--- config.mk ---
export PLATFORM = sky130hd
export DESIGN_NAME = bus_break_unit
export DESIGN_NICKNAME = d
export VERILOG_FILES = /design/src/rtl/brk_pkg.sv /design/src/rtl/brk_datapath.sv /design/src/rtl/brk_ctrl.sv /design/src/rtl/bus_break_unit.sv
export SDC_FILE = /design/constraint.sdc
export NUM_CORES = 1
export LEC_CHECK = 0
export ABC_AREA = 1
export BUFFER_PORTS_ARGS = -buffer_cell sky130_fd_sc_hd__buf_2
export CAP_MARGIN = 20
export CORE_UTILIZATION = 59
export DETAILED_ROUTE_END_ITERATION = 10
export GPL_TIMING_DRIVEN = 0
export PLACE_DENSITY = 0.89
export SLEW_MARGIN = 10
export SYNTH_ARGS = -nofsm -noshare
export SYNTH_HDL_FRONTEND = slang
export SYNTH_HIERARCHICAL = 1
export SYNTH_SLANG_ARGS = --single-unit
--- constraint.sdc ---
create_clock -name clk -period 4.5 [get_ports clk]
set_input_delay 0.675 -clock clk [delete_from_list [all_inputs] [get_ports clk]]
set_output_delay 0.675 -clock clk [all_outputs]
set_load 0.01 [all_outputs]
--- src/rtl/brk_pkg.sv ---
package brk_pkg;
  localparam int ADDR_W = 16;
  localparam int LANE_W = 8;
  localparam int DATA_W = 2 * LANE_W;
  localparam int REG_AW = 3;
  localparam logic [ADDR_W-1:0] ADDR_RESET = '1;

  localparam logic [REG_AW-1:0] OFS_CTRL   = 3'd0;
  localparam logic [REG_AW-1:0] OFS_STATUS = 3'd1;
  localparam logic [REG_AW-1:0] OFS_ADDRH  = 3'd2;
  localparam logic [REG_AW-1:0] OFS_ADDRL  = 3'd3;
  localparam logic [REG_AW-1:0] OFS_DATAH  = 3'd4;
  localparam logic [REG_AW-1:0] OFS_DATAL  = 3'd5;

  typedef enum logic [1:0] {
    CYC_FETCH = 2'd0,
    CYC_READ  = 2'd1,
    CYC_WRITE = 2'd2,
    CYC_RW    = 2'd3
  } cyc_e;

  typedef enum logic [1:0] {
    DCMP_NONE  = 2'd0,
    DCMP_UPPER = 2'd1,
    DCMP_LOWER = 2'd2,
    DCMP_FULL  = 2'd3
  } dcmp_e;

  typedef struct packed {
    dcmp_e dmode;
    logic  word;
    cyc_e  ctype;
  } brk_cfg_t;

  typedef struct packed {
    logic              wrAddrHi;
    logic              wrAddrLo;
    logic              wrDataHi;
    logic              wrDataLo;
    logic [LANE_W-1:0] wdata;
  } brk_strobe_t;
endpackage

--- src/rtl/brk_datapath.sv ---
module brk_datapath
  import brk_pkg::*;
(
  input  logic              clk,
  input  logic              rstN,
  input  brk_strobe_t       strobe,
  input  brk_cfg_t          cfg,
  input  logic              busValid,
  input  logic [ADDR_W-1:0] busAddr,
  input  logic [DATA_W-1:0] busData,
  input  logic              busWrite,
  input  logic              busFetch,
  input  logic              busInstStart,
  input  logic              busWord,
  output logic [ADDR_W-1:0] brkAddr,
  output logic [DATA_W-1:0] brkData,
  output logic              hit
);
  logic cycleOk, sizeOk, addrOk, dataOk, hiEq, loEq;

  always_ff @(posedge clk or negedge rstN) begin
    if (!rstN) begin
      brkAddr <= ADDR_RESET;
    end else begin
      if (strobe.wrAddrHi) brkAddr[ADDR_W-1:LANE_W] <= strobe.wdata;
      if (strobe.wrAddrLo) brkAddr[LANE_W-1:0]      <= strobe.wdata;
    end
  end

  // data bytes have no defined reset value
  always_ff @(posedge clk) begin
    if (strobe.wrDataHi) brkData[DATA_W-1:LANE_W] <= strobe.wdata;
    if (strobe.wrDataLo) brkData[LANE_W-1:0]      <= strobe.wdata;
  end

  always_comb begin
    unique case (cfg.ctype)
      CYC_FETCH: cycleOk = busFetch && busInstStart;
      CYC_READ:  cycleOk = !busFetch && !busWrite;
      CYC_WRITE: cycleOk = !busFetch && busWrite;
      default:   cycleOk = !busFetch;
    endcase
  end

  assign sizeOk = (busWord == cfg.word);
  assign addrOk = busWord ? (busAddr[ADDR_W-1:1] == brkAddr[ADDR_W-1:1])
                          : (busAddr == brkAddr);
  assign hiEq = (busData[DATA_W-1:LANE_W] == brkData[DATA_W-1:LANE_W]);
  assign loEq = (busData[LANE_W-1:0] == brkData[LANE_W-1:0]);

  always_comb begin
    if (busFetch || cfg.dmode == DCMP_NONE) begin
      dataOk = 1'b1;
    end else if (!busWord) begin
      dataOk = hiEq;
    end else if (brkAddr[0]) begin
      dataOk = loEq;
    end else begin
      unique case (cfg.dmode)
        DCMP_UPPER: dataOk = hiEq;
        DCMP_LOWER: dataOk = loEq;
        default:    dataOk = hiEq && loEq;
      endcase
    end
  end

  assign hit = busValid && cycleOk && sizeOk && addrOk && dataOk;

  a_r5_fetch_first_byte: assert property (@(posedge clk) disable iff (!rstN)
    (busValid && busFetch && !busInstStart) |-> !hit);
  a_r6_byte_upper_lane: assert property (@(posedge clk) disable iff (!rstN)
    (hit && !busWord && !busFetch && cfg.dmode != DCMP_NONE)
      |-> (busData[DATA_W-1:LANE_W] == brkData[DATA_W-1:LANE_W]));
  a_r4_size_agrees: assert property (@(posedge clk) disable iff (!rstN)
    hit |-> (busWord == cfg.word));
  a_r3_no_fetch_for_data: assert property (@(posedge clk) disable iff (!rstN)
    (hit && cfg.ctype != CYC_FETCH) |-> !busFetch);
endmodule

--- src/rtl/brk_ctrl.sv ---
module brk_ctrl
  import brk_pkg::*;
(
  input  logic              clk,
  input  logic              rstN,
  input  logic [REG_AW-1:0] regAddr,
  input  logic              regWr,
  input  logic              regRd,
  input  logic [LANE_W-1:0] regWdata,
  input  logic              hit,
  input  logic [ADDR_W-1:0] brkAddr,
  input  logic [DATA_W-1:0] brkData,
  output brk_strobe_t       strobe,
  output brk_cfg_t          cfg,
  output logic [LANE_W-1:0] regRdata,
  output logic              breakIrq
);
  logic flagQ, flagD, ieQ, ieD, armedQ, armedD, clrOk, statWr, statRd;

  assign statWr = regWr && (regAddr == OFS_STATUS);
  assign statRd = regRd && (regAddr == OFS_STATUS);
  assign clrOk  = statWr && !regWdata[7] && armedQ;

  assign strobe.wrAddrHi = regWr && (regAddr == OFS_ADDRH);
  assign strobe.wrAddrLo = regWr && (regAddr == OFS_ADDRL);
  assign strobe.wrDataHi = regWr && (regAddr == OFS_DATAH);
  assign strobe.wrDataLo = regWr && (regAddr == OFS_DATAL);
  assign strobe.wdata    = regWdata;

  always_comb begin
    flagD  = flagQ;
    armedD = armedQ;
    if (hit) begin
      flagD = 1'b1;
    end else if (clrOk) begin
      flagD  = 1'b0;
      armedD = 1'b0;
    end
    if (statRd && flagQ) armedD = 1'b1;
    ieD = statWr ? regWdata[6] : ieQ;
  end

  always_ff @(posedge clk or negedge rstN) begin
    if (!rstN) begin
      flagQ    <= 1'b0;
      ieQ      <= 1'b0;
      armedQ   <= 1'b0;
      breakIrq <= 1'b0;
      cfg      <= '{dmode: DCMP_NONE, word: 1'b0, ctype: CYC_FETCH};
    end else begin
      flagQ    <= flagD;
      ieQ      <= ieD;
      armedQ   <= armedD;
      breakIrq <= flagD && ieD;
      if (regWr && regAddr == OFS_CTRL)
        cfg <= '{dmode: dcmp_e'(regWdata[4:3]), word: regWdata[2],
                 ctype: cyc_e'(regWdata[1:0])};
    end
  end

  always_comb begin
    unique case (regAddr)
      OFS_CTRL:   regRdata = {3'b000, cfg};
      OFS_STATUS: regRdata = {flagQ, ieQ, 6'h3F};
      OFS_ADDRH:  regRdata = brkAddr[ADDR_W-1:LANE_W];
      OFS_ADDRL:  regRdata = brkAddr[LANE_W-1:0];
      OFS_DATAH:  regRdata = brkData[DATA_W-1:LANE_W];
      OFS_DATAL:  regRdata = brkData[LANE_W-1:0];
      default:    regRdata = '0;
    endcase
  end

  a_r8_hit_sets_flag: assert property (@(posedge clk) disable iff (!rstN)
    hit |=> flagQ);
  a_r11_match_wins: assert property (@(posedge clk) disable iff (!rstN)
    (hit && statWr && !regWdata[7]) |=> flagQ);
  a_r9_clear_after_read: assert property (@(posedge clk) disable iff (!rstN)
    $fell(flagQ) |-> $past(armedQ && statWr && !regWdata[7]));
  a_r10_irq_level: assert property (@(posedge clk) disable iff (!rstN)
    breakIrq == (flagQ && ieQ));
  a_r2_reserved_ones: assert property (@(posedge clk) disable iff (!rstN)
    (regAddr == OFS_STATUS) |-> (regRdata[5:0] == 6'h3F));
endmodule

--- src/rtl/bus_break_unit.sv ---
module bus_break_unit
  import brk_pkg::*;
(
  input  logic        clk,
  input  logic        rstN,
  input  logic        busValid,
  input  logic [15:0] busAddr,
  input  logic [15:0] busData,
  input  logic        busWrite,
  input  logic        busFetch,
  input  logic        busInstStart,
  input  logic        busWord,
  input  logic [2:0]  regAddr,
  input  logic        regWr,
  input  logic        regRd,
  input  logic [7:0]  regWdata,
  output logic [7:0]  regRdata,
  output logic        breakIrq
);
  brk_strobe_t       strobe;
  brk_cfg_t          cfg;
  logic              hit;
  logic [ADDR_W-1:0] brkAddr;
  logic [DATA_W-1:0] brkData;

  brk_ctrl u_ctrl (
    .clk(clk), .rstN(rstN), .regAddr(regAddr), .regWr(regWr), .regRd(regRd),
    .regWdata(regWdata), .hit(hit), .brkAddr(brkAddr), .brkData(brkData),
    .strobe(strobe), .cfg(cfg), .regRdata(regRdata), .breakIrq(breakIrq)
  );

  brk_datapath u_dp (
    .clk(clk), .rstN(rstN), .strobe(strobe), .cfg(cfg), .busValid(busValid),
    .busAddr(busAddr), .busData(busData), .busWrite(busWrite), .busFetch(busFetch),
    .busInstStart(busInstStart), .busWord(busWord), .brkAddr(brkAddr),
    .brkData(brkData), .hit(hit)
  );
endmodule

---- Yosys cells after proc, flatten, opt, wreduce, memory -nomap -nowiden ----
Index checks and enable logic that the tools add are counted.
word-level totals
  input bits .............................. 52
  output and inout port bits .............. 9
  register bits ........................... 41
operators by class
  reductions and logical operators ........ 28
  equal/unequal tests ..................... 15
  muxes and demuxes ....................... 13
operators with widths
  operator                                                         count
  8-bit one-hot mux with 6 select lines                            1
  1-bit logical AND                                                19
  16-bit == test                                                   1
  8-bit == test                                                    2
  15-bit == test                                                   1
  1-bit two-way mux                                                10
  3-bit by 2-bit == test with 1-bit output, second input constant  2
  3-bit == test, second input constant                             2
  2-bit by 1-bit == test with 1-bit output, second input constant  2
  2-bit == test, second input constant                             2
  2-bit logical NOT                                                2
  3-bit by 1-bit == test with 1-bit output, second input constant  1
  1-bit logical NOT                                                3
  3-bit logical NOT                                                1
  1-bit one-hot mux with 3 select lines                            1
  2-bit by 1-bit != test with 1-bit output, second input constant  1
  1-bit one-hot mux with 2 select lines                            1
  2-bit AND reduction                                              1
  2-bit nonzero test                                               1
  1-bit == test                                                    1
  1-bit logical OR                                                 1

---- Longest topological paths before layout ----
  word-level depth ........................ 9
  depth in mapped cells ................... 14
  gate-level depth less buffers ........... 14

---- Modules after synthesis ----
Netlist, hierarchy kept.
by module, submodules not included
  module        instances  sequential area each (um^2)  cells an instance  area an instance (um^2)
  brk_datapath  1          900.9                        203                1,815.5
  brk_ctrl      1          225.2                        141                869.6

---- Worst setup path before layout ----
No wires, ideal clock.
  kind .................................... input port to flip-flop
  start point ............................. in regWr
  end point ............................... reg u_dp.brkData[0], enable pin
  setup time .............................. 383 ps
  data arrival time ....................... 1,714 ps
  path slack .............................. 2,402 ps
  stages on the path ...................... 3
  cell sequence ........................... clkbuf_1 inv_1 nor3_1
RTL lines
  what                             line                  text
  from (decl)                      bus_break_unit.sv:14  input logic regWr,
  to (signal, indexed assignment)  brk_datapath.sv:32    if (strobe.wrDataHi) brkData[DATA_W-1:LANE_W] <= strobe.wdata;
  to (signal, indexed assignment)  brk_datapath.sv:33    if (strobe.wrDataLo) brkData[LANE_W-1:0] <= strobe.wdata;
  to (decl)                        brk_datapath.sv:16    output logic [DATA_W-1:0] brkData,

---- Final worst setup path ----
  start point ............................. in regAddr[2]
  end point ............................... out regRdata[0]
between the ends
  word-level cells in the longest chain between the ends .. 2
ends and longest elaborated chain
  what                                         line                  text
  from (decl)                                  bus_break_unit.sv:13  input logic [2:0] regAddr,
  3-bit == test, or another cell as far along  brk_ctrl.sv:62        unique case (regAddr)
  8-bit one-hot mux with 6 select lines *      brk_ctrl.sv:62
  to (decl)                                    bus_break_unit.sv:17  output logic [7:0] regRdata,
Every way passes the cells marked *; elsewhere a longest branch is shown, timed or not.

==> summary.md <==
| Metric | Value |
|---|---|
| RSZ-0062 raised after global routing | no |
| Layout cells sized above 1 | 0.296 |
| Maximum clock rate | around 420 MHz |
| Setup ws final | around 2100 ps |
| GPL Wtd Cong | around 0.90 |
| Drt pass-1 iters | 5 |
| Row count | 24 |
| Post-synthesis cell count | 344 |
| Net Sw Frac | 0.281 |
| Ys flop type | edfxtp_1 |
| Warnings, synthesis | 6 |
| Leakage | between 1.5 and 2 nW |
| Non-filler instance count after layout | about 460 |
| DR WL/cell | approximately 15 microns |
| Area leader, netlist | edfxtp_1 |
| Worst-margin pin slew | 996 ps |
| R2R depth | 12 |
| Top cell type's share of synthesized area | 0.179 |
| Max_cap viols | 0 |
| PortBufs | 57 |
| Clock slew at the register clock pins of the worst setup and hold paths | approximately 80 ps |
| CP Max Fanout | 10 |
| CP Capture Type | output port |
| Sequential power share | 0.461 |
| Vias in the first global route | around 2500 |
| Post-synthesis register bit count | a little over 40 |
| Setup TNS | 0 ps |
| Int Power | 0.787 mW |
| First-pass GRT wire length | about 11000 microns |
| Clock Skew | 4.53 ps |
| DR iter-0 viols | between 100 and 150 |
| Post-route ant nets | 0 |
| WL final | 6730 microns |
| Fillers | around 320 |
| Core ar. | around 4400 sq um |
| Post-CTS sizing | 0 |
| Placed Cells | 453 |
| Syn_area_per_cell | 7.81 sq um |
| CTS H-tree depth | 2 |
| Slew Viols, Final | 0 |
| Peak supply drop | 0.275 mV |
| Fin. Hold Viols | 0 |
| CP required | ~3800 ps |
| GRT Util Overall | 0.302 |
| DR vias/cell | 5.37 |
| Initial Utilization | 0.617 |
| Tcrit/Tclk final | 0.528 |
| Largest net degree at the start of global routing | 26 |
| Slew Limit Headroom | 0.331 |
| Die area | about 4800 sq um |
| Horiz. Die Dim | ~70 microns |
| NetSw | about 0.31 mW |
| Combinational share of power | 0.222 |
| Number of remaining DRC errors | 0 |
| Vias | around 2500 |
| Initial antenna violation count | 0 |
| Final nets | 466 |
| Ant. Diodes | 0 |
| PwrDens | 345 nW/um^2 |
| Top post-synthesis cells by area | edfxtp_1 (18%), dfstp_2 (16%), nand2_1 (13%), dfrtp_1 (8.4%), inv_1 (7.8%) |
| CP startpoint kind | input port |
| Clock network power share | 0.317 |
| Post CTS Setup Buffer Count | 0 |
| Final HPWL DP | slightly below 5000 microns |
| GR Overflow Total | 0 |
| Clk sink count | between 40 and 50 |
| Syn nets | around 400 |
| CTS Buf Count | 5 |
| Post-CTS Hold Buffers | 0 |
| Root Driver | clkbuf_8 |
| CTS tree | yes |
| Distinct cells, synth | 34 |
| Post-synth ARST share | 0.610 |
| Sequential area share after synthesis | 0.419 |
| Area Growth Syn to Fin | 18.0% |
| Dpl ws | a little under 2000 ps |
| End-of-flow core utilization | 0.728 |
| Finish-stage setup viols | 0 |
| Number of flops mapped to enable cells by yosys | 16 |
| CTS max path bufs | 2 |
| Cell Area, Synth | roughly 2700 sq um |
| Skew-Pair Late Insertion Delay | between 200 and 300 ps |
| Die Span Y | between 60 and 70 microns |
| Final min period | 2380 ps |
| Category of the most critical setup path | in -> out |
| Status | complete, no violations |
| Io pins | between 60 and 70 |
| Most common cell in the netlist | nand2_1 |
| Synth top cells by count | nand2_1 (91), inv_1 (56), nor2_1 (37) |
| WP data arrival | between 1500 and 2000 ps |
| Kind of path behind the tightest hold check | in -> async |
logic make-up (layout without fill, tap and decap cells):
kind of cell	Yosys count	after routing	synth area share
compound gates	23	23	0.0494
xor+xnor	16	16	0.0522
fa+ha+maj	6	6	0.0280
buf+inv	74	139	0.123
flops	41	41	0.419
mux	9	9	0.0377
simple gates	175	175	0.291
registers in the layout, summed over array words and instances (netlist names):
register,flops
u_ctrl/ieQ,1
u_ctrl/breakIrq,1
u_dp/brkData,16
u_dp/brkAddr,16
u_ctrl/armedQ,1
u_ctrl/flagQ,1
u_ctrl/cfg,5
stage by stage:
stage | power (mW) | hold slack (ps) | instance area, sq um
3_5_place_dp | 0.745 | 466 | 3040
6_report | 1.09 | 362 | 3170
3_3_place_gp | 0.734 | 460 | 3040
2_1_floorplan | 0.660 | 379 | 2690
4_1_cts | 1.09 | 380 | 3170
5_1_grt | 1.15 | 402 | 3170
metal layers:
metal / share of wire / up-vias / global-route usage
met5: 0 / - / 0
met4: 0.030 / 0 / 0.147
met3: 0.085 / 20 / 0.0640
met2: 0.49 / 137 / 0.492
met1: 0.40 / 1124 / 0.381
li1: - / 1196 / -
layout by cell type (no fill, tap or decap), types with 2 or more instances in the layout:
cell,instances
clkbuf_1,2
edfxtp_1,16
nor2_2,5
clkbuf_8,5
nand4_1,15
xnor2_1,13
nor3_1,3
nand3_1,14
xor2_1,3
o21ai_1,2
buf_4,9
nand2_1,91
bufinv_16,2
buf_2,59
or2_2,2
o21ai_0,13
ha_1,6
mux2_2,9
dfrtp_1,9
a21oi_1,4
nand3b_1,2
inv_2,3
nor2_1,37
inv_1,56
dfstp_2,16
buf_6,2
area by class of cell:
cell class | instances | area, sq um | area share
inverters | 59 | 221 | 0.0699
repair buffers | 57 | 285 | 0.0900
clock inverters | 3 | 65.1 | 0.0205
clock buffers | 5 | 68.8 | 0.0217
well taps | 52 | 65.1 | 0.0205
multi-input cells | 229 | 1230 | 0.388
flip-flops and latches | 41 | 1130 | 0.355
plain buffers | 15 | 108 | 0.0340
power groups by stage:
stage,clock [mW],sequential (mW),combinational (mW)
after floorplan,0,0.495,0.165
after global placement,0,0.505,0.229
after detailed placement,0,0.508,0.237
after CTS,0.349,0.503,0.242
after global routing,0.365,0.511,0.273
final,0.347,0.504,0.243
critical path: stages:
cell	delay, ps
buf_2	150
nor3_1	260
buf_2	270
a21oi_1	90
nand3b_1	110
buf_2	140
path summary, 6_finish.rpt:
path                                      startpoint                     endpoint  slack [ps]
min in group clk           u_ctrl/armedQ$_DFFE_PN0P_    u_ctrl/armedQ$_DFFE_PN0P_         490
setup reg to reg           u_ctrl/cfg[0]$_DFFE_PN0P_    u_ctrl/breakIrq$_DFF_PN0_        2550
hold reg to reg            u_ctrl/armedQ$_DFFE_PN0P_    u_ctrl/armedQ$_DFFE_PN0P_         490
setup / recovery                          regAddr[2]                  regRdata[0]        2120
max in group asynchronous                       rstN  u_dp/brkAddr[9]$_DFFE_PN1P_        3760
hold / removal                                  rstN    u_ctrl/armedQ$_DFFE_PN0P_         360
(Power assumes the default switching activity.)
